[src/rtl/f2i_pkg.sv]
package f2i_pkg;
  typedef enum logic [2:0] {
    CLS_ZERO = 3'd0,
    CLS_NUM  = 3'd1,
    CLS_INF  = 3'd2,
    CLS_QNAN = 3'd3,
    CLS_SNAN = 3'd4
  } f2i_cls_e;

  typedef struct packed {
    logic [31:0] res;
    logic        nx;
    logic        nv;
  } f2i_out_t;
endpackage

[src/rtl/f2i_align.sv]
// Right-aligns the integer part of the mantissa; reports discarded bits.
module f2i_align #(
  parameter int MANT_W = 64,
  parameter int INT_W  = 32,
  localparam int EL_W  = $clog2(INT_W),
  localparam int SH_W  = $clog2(MANT_W + 1)
) (
  input  logic [MANT_W-1:0] mant_i,
  input  logic [EL_W-1:0]   exp_lo_i,   // exponent, known to be in 0..INT_W-1
  input  logic              below_one_i, // exponent negative
  output logic [INT_W-1:0]  mag_o,
  output logic              lost_o
);
  logic [SH_W-1:0]   sh;
  logic [MANT_W-1:0] shifted;
  logic [MANT_W-1:0] lost_mask;

  always_comb begin
    sh        = SH_W'(MANT_W - 1) - SH_W'(exp_lo_i);
    shifted   = mant_i >> sh;
    lost_mask = ~({MANT_W{1'b1}} << sh);
    if (below_one_i) begin
      mag_o  = '0;
      lost_o = |mant_i;
    end else begin
      mag_o  = INT_W'(shifted);
      lost_o = |(mant_i & lost_mask);
    end
  end
endmodule

[src/rtl/f2i_range.sv]
// Range check, saturation and sign application.
module f2i_range #(
  parameter int INT_W = 32
) (
  input  logic             is_zero_i,
  input  logic             in_range_i, // number class with exponent below INT_W
  input  logic             sign_i,
  input  logic [INT_W-1:0] mag_i,
  input  logic             lost_i,
  input  logic             sticky_i,
  output logic [INT_W-1:0] res_o,
  output logic             nx_o,
  output logic             nv_o
);
  localparam logic [INT_W-1:0] MIN_NEG = {1'b1, {(INT_W-1){1'b0}}};
  localparam logic [INT_W-1:0] MAX_POS = {1'b0, {(INT_W-1){1'b1}}};

  logic too_big;
  logic ovf;

  always_comb begin
    // -2^(INT_W-1) is representable, +2^(INT_W-1) is not
    too_big = (mag_i > MIN_NEG) || (mag_i == MIN_NEG && !sign_i);
    ovf     = !is_zero_i && (!in_range_i || too_big);
    if (is_zero_i) begin
      res_o = '0;
      nx_o  = 1'b0;
      nv_o  = 1'b0;
    end else if (ovf) begin
      res_o = sign_i ? MIN_NEG : MAX_POS;
      nx_o  = 1'b0;
      nv_o  = 1'b1;
    end else begin
      res_o = sign_i ? (~mag_i + 1'b1) : mag_i;
      nx_o  = lost_i | sticky_i;
      nv_o  = 1'b0;
    end
  end

  // invalid overrides inexact
  always_comb a_r11_flag_excl_comb: assert (!(nx_o && nv_o));
endmodule

[src/rtl/f2i_conv.sv]
module f2i_conv
  import f2i_pkg::*;
#(
  parameter int MANT_W = 64,
  parameter int EXP_W  = 12
) (
  input  logic                    clk_i,
  input  logic                    rst_ni,
  input  logic                    valid_i,
  input  logic [2:0]              cls_i,
  input  logic                    sign_i,
  input  logic signed [EXP_W-1:0] exp_i,
  input  logic [MANT_W-1:0]       mant_i,
  input  logic                    sticky_i,
  output logic                    valid_o,
  output logic [31:0]             res_o,
  output logic                    inexact_o,
  output logic                    invalid_o
);
  localparam int INT_W = 32;
  localparam int EL_W  = $clog2(INT_W);
  localparam logic signed [EXP_W-1:0] EXP_LIM = EXP_W'(INT_W);

  logic             is_zero, is_num, below_one, exp_big, in_range;
  logic [INT_W-1:0] mag;
  logic             lost;
  f2i_out_t         nxt, q;

  always_comb begin
    is_zero   = (cls_i == CLS_ZERO);
    is_num    = (cls_i == CLS_NUM);
    below_one = exp_i < 0;
    exp_big   = exp_i >= EXP_LIM;
    in_range  = is_num && !exp_big;
  end

  f2i_align #(.MANT_W(MANT_W), .INT_W(INT_W)) u_align (
    .mant_i      (mant_i),
    .exp_lo_i    (exp_i[EL_W-1:0]),
    .below_one_i (below_one),
    .mag_o       (mag),
    .lost_o      (lost)
  );

  f2i_range #(.INT_W(INT_W)) u_range (
    .is_zero_i  (is_zero),
    .in_range_i (in_range),
    .sign_i     (sign_i),
    .mag_i      (mag),
    .lost_i     (lost),
    .sticky_i   (sticky_i),
    .res_o      (nxt.res),
    .nx_o       (nxt.nx),
    .nv_o       (nxt.nv)
  );

  always_ff @(posedge clk_i or negedge rst_ni) begin
    if (!rst_ni) begin
      valid_o <= 1'b0;
      q       <= '0;
    end else begin
      valid_o <= valid_i;
      if (valid_i) q <= nxt;
    end
  end

  assign res_o     = q.res;
  assign inexact_o = q.nx;
  assign invalid_o = q.nv;

  a_r10_valid_up: assert property (@(posedge clk_i) disable iff (!rst_ni)
    valid_i |=> valid_o);
  a_r10_valid_down: assert property (@(posedge clk_i) disable iff (!rst_ni)
    !valid_i |=> !valid_o);
  a_r10_hold: assert property (@(posedge clk_i) disable iff (!rst_ni)
    !valid_i |=> ($stable(res_o) && $stable(inexact_o) && $stable(invalid_o)));
  a_r11_flag_excl: assert property (@(posedge clk_i) disable iff (!rst_ni)
    valid_o |-> !(inexact_o && invalid_o));
  a_r8_sat_value: assert property (@(posedge clk_i) disable iff (!rst_ni)
    (valid_o && invalid_o) |-> (res_o == 32'h7FFF_FFFF || res_o == 32'h8000_0000));
  a_r1_zero: assert property (@(posedge clk_i) disable iff (!rst_ni)
    (valid_i && cls_i == CLS_ZERO) |=> (res_o == '0 && !inexact_o && !invalid_o));
  a_r5_big_exp: assert property (@(posedge clk_i) disable iff (!rst_ni)
    (valid_i && cls_i == CLS_NUM && exp_i >= EXP_LIM) |=> invalid_o);
  a_r7_non_number: assert property (@(posedge clk_i) disable iff (!rst_ni)
    (valid_i && cls_i != CLS_ZERO && cls_i != CLS_NUM) |=> (invalid_o && !inexact_o));
endmodule

[config.mk]
export PLATFORM = sky130hd
export DESIGN_NAME = f2i_conv
export DESIGN_NICKNAME = d
export VERILOG_FILES = /design/src/rtl/f2i_pkg.sv /design/src/rtl/f2i_align.sv /design/src/rtl/f2i_range.sv /design/src/rtl/f2i_conv.sv
export SDC_FILE = /design/constraint.sdc
export NUM_CORES = 1
export LEC_CHECK = 0
export ABC_CLOCK_PERIOD_IN_PS = 1600
export BUFFER_PORTS_ARGS = -buffer_cell sky130_fd_sc_hd__buf_2
export CAP_MARGIN = 20
export CORE_ASPECT_RATIO = 0.7
export CORE_MARGIN = 1.5
export CORE_UTILIZATION = 57
export CTS_CLUSTER_DIAMETER = 50
export DETAILED_ROUTE_END_ITERATION = 12
export PLACE_DENSITY = 0.82
export SYNTH_ARGS = -nofsm -noshare
export SYNTH_HDL_FRONTEND = slang
export SYNTH_SLANG_ARGS = --single-unit
[constraint.sdc]
create_clock -name clk_i -period 1.6 [get_ports clk_i]
set_clock_uncertainty 0.15 [all_clocks]
set_input_delay 0.08 -clock clk_i [delete_from_list [all_inputs] [get_ports clk_i]]
set_output_delay 0.08 -clock clk_i [all_outputs]
set_load 0.01 [all_outputs]
==> results of run 1 <==
-- through the flow --
stage / setup TNS (ps) / setup WS (ps) / std cells / cell area [sq um]
floorplan: -71260 / -2170 / 668 / 5900
global placement: -66660 / -2080 / 1103 / 8110
detailed placement: -75610 / -2400 / 1103 / 8110
CTS: -55840 / -1730 / 1166 / 9320
-- logic make-up after synthesis --
| group | share of synthesized area |
|---|---|
| buffers and inverters | 0.0887 |
| and+or+nand+nor | 0.222 |
| xor gates and xnor gates | 0.0196 |
| muxes | 0.251 |
| DFF | 0.151 |
| adders and majority gates | 0.00215 |
| AOI/OAI and AO/OA | 0.266 |
-- per-layer routing --
| layer | GRT usage | GRT overflow |
|---|---|---|
| met1 | 0.835 | 5 |
| met2 | 0.983 | 83 |
| met3 | 0.745 | 3 |
| met4 | 0.869 | 64 |
| met5 | 0.353 | 0 |
-- repair_timing --
| action | 4_1_cts |
|---|---|
| pin swaps | 53 |
| cloned | 7 |
| endpoints found under the hold margin | 36 |
| resized for setup | 116 |
| hold buffers | 2 |
| buffers inserted | 46 |
| endpoints found under the setup margin | 34 |
==> impl_results.md, run 1 <==
* Starting Density at 0.593
* Post-synth top area cell: dfrtp_1
* Post-synth top area share at 0.151
* Post-Syn Area at 5810 sq um
* First-pass GRT wire length at 67.4 mm
* Top-count cell post-synth: nand2_1
* Largest net degree at the start of global routing at 36
* Outcome: stopped before the end
* Post-synthesis cell count at 668
* Top FF cell, synth: dfrtp_1
* Clock Sinks at 35
* Ys async rst share at 1.00
* Synth cell types at 87
* Post-synth EDFFs at 0
* Err: [ERROR GRT-0116] Global routing finished with congestion. Check the congestion regions in the DRC Viewer.
* Die width at 124 um
* Yosys warning count at 0
* Die height at 87.5 um
* Synth area leaders: dfrtp_1, mux4_2, mux2i_1, nand2_1, mux4_1
* # IOs at 119
* Most frequent cells after synthesis: nand2_1, nor2_1, mux2i_1
* Dpl hpwl at 21.7 mm
* Max clock buf depth at 2
* Yosys reg bits at 35
* Tot GR Track Use at 0.846
* Row cnt at 30
* Vias in the first global route at 11,329
* Grt ovf at 155
* H-tree depth at 2
* Routability congestion estimate at 1.14
* I/O Buffers at 118
* Root Buffer: clkbuf_16
* Synthesized area per cell at 8.70 sq um
* Fail Step: 5_1_grt
* Syn Nets at 753
* Post-synthesis sequential area ratio at 0.151
* Number of buffers created by CTS at 5
==> run 2: changes to the inputs <==
--- a/config.mk
+++ b/config.mk
@@ -8,12 +8,10 @@
 export ABC_CLOCK_PERIOD_IN_PS = 1600
 export BUFFER_PORTS_ARGS = -buffer_cell sky130_fd_sc_hd__buf_2
 export CAP_MARGIN = 20
-export CORE_ASPECT_RATIO = 0.7
 export CORE_MARGIN = 1.5
-export CORE_UTILIZATION = 57
-export CTS_CLUSTER_DIAMETER = 50
+export CORE_UTILIZATION = 40
 export DETAILED_ROUTE_END_ITERATION = 12
-export PLACE_DENSITY = 0.82
+export PLACE_DENSITY_LB_ADDON = 0.15
 export SYNTH_ARGS = -nofsm -noshare
 export SYNTH_HDL_FRONTEND = slang
 export SYNTH_SLANG_ARGS = --single-unit
==> run 2 against run 1 <==
The flow now finishes, with violations (negative setup slack). Synthesized cell count is the same. Area after synthesis is the same.
==> impl_results.md, run 2 <==
* Area occupied by multi-input gates at 5100 sq um
* Synthesized area per cell at 8.70 sq um (unchanged)
* Synth area leaders: dfrtp_1, mux4_2, mux2i_1, nand2_1, mux4_1 (unchanged)
* Yosys reg bits at 35 (unchanged)
* H-tree depth at 2 (unchanged)
* CTS tree: yes
* Synth cell types at 87 (unchanged)
* Die width at 124 um (about the same)
* Post-synth top area cell: dfrtp_1 (unchanged)
* Post-Syn Area at 5810 sq um (unchanged)
* Yosys warning count at 0 (unchanged)
* Post-synthesis sequential area ratio at 0.151 (unchanged)
* Root Buffer: clkbuf_16 (unchanged)
* HP Class: in -> reg
* Cell mode on critical path: buf_12
* Ys async rst share at 1.00 (unchanged)
* Crit share post-route at 2.04
* Fmax at 306 MHz
* Crit start category: input pin
* Die footprint at 15,300 sq um
* Cell area power density at 568 nW/um^2
* Number of buffers created by CTS at 5 (unchanged)
* # IOs at 119 (unchanged)
* Detailed Route Iter0 Violations at 874
* Outcome: complete, but fails checks (was stopped before the end)
* Starting Density at 0.414 (was 0.593)
* Total placed cells including tap cells at 1,191 (was 1,103)
* Final setup viols at 34
* Most frequent cells after synthesis: nand2_1, nor2_1, mux2i_1 (unchanged)
* Peak supply drop at 0.000452 V
* DR pass1 iterations at 5
* Hold Path Depth at 5
* Most frequent cells in the layout: buf_4, buf_2, nand2_1, nor2_1, dfrtp_1
* Top FF cell, synth: dfrtp_1 (unchanged)
* Max_cap viols at 0
* Syn Nets at 753 (unchanged)
* RSZ-0062 raised after global routing: yes
* Worst r2r dst: res_o[29]$_DFFE_PN0P_
* WP depth at 18
* Reg-to-Reg Start: res_o[29]$_DFFE_PN0P_
* Die height at 124 um (was 87.5 um)
* Worst-path maximum fanout at 6
* Antenna violations before repair at 0
* Worst-Margin Slew at 758 ps
* HP Start: cls_i[2]
* DR vias at 7,955
* Drt total wl at 28.9 mm
* Cell Int Power at 0.00338 W
* I/O Buffers at 118 (unchanged)
* Grt ovf at 0
* Worst setup path class: in -> reg
* Fill count at 1,126
* Setup_tns at -53,030 ps
* Top-count cell post-synth: nand2_1 (unchanged)
* Total core area at 14,000 sq um
* Largest register FFs at 32
* Tot GR Track Use at 0.379
* Violated checks: negative setup slack
* CP cell instances: buf_12 -> buf_6 -> mux4_2 -> mux2i_2 -> nand2_1 -> o21ai_2 -> buf_4 -> o31a_1 -> ha_2 -> nand4_1 -> or4_4 -> nor2_4 -> a211oi_4 -> buf_12 -> o21ai_4 -> buf_6 -> buf_12 -> o2111ai_2
* Seq pwr share at 0.188
* Sw Share at 0.401
* Critical path data arrival time at 3260 ps
* Post-synth top area share at 0.151 (unchanged)
* P_sw at 0.00226 W
* Post-synth EDFFs at 0 (unchanged)
* Routability congestion estimate at 0.993 (was 1.14)
* Max-slew headroom at 0.488
* Largest stage delay, worst path at 530 ps
* DR vias/cell at 6.31
* Gate power share at 0.640
* First-pass GRT wire length at 43.4 mm
* Clock Sinks at 35 (unchanged)
* Setup ws final at -1670 ps
* Largest net degree at the start of global routing at 36
* Final Hold Vio Count at 0
* Register area at 876 sq um
* Crit. End Element: flop
* Row cnt at 43 (was 30)
* Worst path bufs/invs at 6
* Vias in the first global route at 7,564
* Non-filler cells in the finished layout at 1,260
* CP max stage cell: mux4_2
* Dpl hpwl at 21.8 mm (was 21.7 mm)
* # DRC at 0
* Leak at 4.44 nW
* Pins Over Slew Limit at 0
* Clock share of power at 0.172
* Syn-to-layout area delta at 70.8%
* Post-route ant nets at 0
* Min Tclk post-route at 3270 ps
* Hold EP: inexact_o$_DFFE_PN0P_
* Drt wl/cell at 22.9 um
* R2r setup slk at 340 ps
* R2R cell count at 4
* CTS clk-pin slew, worst paths at 60 ps
* CP required at 1600 ps
* Top delay family on crit path: simple AND/OR/NAND/NOR gates
* Commonest non-fill, non-tap cell in the layout: buf_4
* Post-synthesis cell count at 668 (unchanged)
* Diodes inserted at 0
* Max clock buf depth at 2 (unchanged)
* Hold WS at 135 ps
* Worst skew pair latency at 280 ps
* Share of layout cells above drive strength 1 at 0.577
* Final net count at 1,164
[run 2: power by group through the flow]
stage | clock network [W] | registers (W) | logic, W
5_1_grt | 0.00101 | 0.00108 | 0.00380
3_3_place_gp | 0 | 0.00107 | 0.00284
4_1_cts | 0.000967 | 0.00106 | 0.00326
2_1_floorplan | 0 | 0.00113 | 0.00138
3_5_place_dp | 0 | 0.00107 | 0.00287
6_report | 0.000972 | 0.00106 | 0.00361
[run 2: worst max path at each step]
stage / start / to / slack [ps]
2_1_floorplan: exp_i[0] / res_o[16]$_DFFE_PN0P_ / -2170
3_3_place_gp: exp_i[0] / res_o[26]$_DFFE_PN0P_ / -2220
3_5_place_dp: exp_i[0] / res_o[26]$_DFFE_PN0P_ / -2320
4_1_cts: exp_i[0] / res_o[30]$_DFFE_PN0P_ / -1650
5_1_grt: exp_i[0] / res_o[30]$_DFFE_PN0P_ / -1850
6_report: exp_i[0] / res_o[16]$_DFFE_PN0P_ / -1670
[run 2: layout make-up]
cell class	count	area share
clock buffers	7	0.0134
clock inverters	1	0.000504
inverters	25	0.00945
multi-input cells	548	0.513
flip-flops and latches	35	0.0882
well taps	180	0.0227
repair buffers	464	0.352
[run 2: kinds of logic (layout without fill, tap and decap cells)]
kind of cell | after synthesis | count (layout) | synth area share
xor+xnor | 13 | 13 | 0.0196
buf+inv | 86 | 497 | 0.0887
simple gates | 245 | 246 | 0.222
fa+ha+maj | 1 | 1 | 0.00215
compound gates | 197 | 197 | 0.266
flops | 35 | 35 | 0.151
mux | 91 | 91 | 0.251
[run 2: worst register-to-register path, delay by kind of cell (launching register included)]
| kind | cells | cell delay [ps] |
|---|---|---|
| and+or+nand+nor | 1 | 190 |
| DFF | 1 | 380 |
| AOI/OAI and AO/OA | 3 | 400 |
[run 2: timing repair]
item	in CTS	in global routing
hold endpoints to repair	37	0
setup endpoints to repair	34	34
buffers inserted	35	28
pin swaps	37	38
cloned	4	0
hold buffers	2	0
resized for setup	88	83
[run 2: stage by stage]
step / instance area (sq um) / total power (W) / utilization / setup WS [ps]
CTS: 9400 / 0.00529 / 0.669 / -1650
floorplan: 5900 / 0.00251 / - / -2170
detailed placement: 8460 / 0.00395 / 0.603 / -2320
finish: 9930 / 0.00564 / 0.707 / -1670
global placement: 8460 / 0.00391 / 0.603 / -2220
global route: 9930 / 0.00589 / 0.707 / -1850
[run 2: per-layer routing]
layer  part of all wire  GRT usage  vias to the layer above
li1                   -          -                     3496
met1               0.44      0.548                     3879
met2               0.44      0.583                      500
met3              0.095     0.0701                       80
met4              0.029     0.0898                        0
met5                  0          0                        -
No activity file was read; power rests on OpenSTA's default activity.
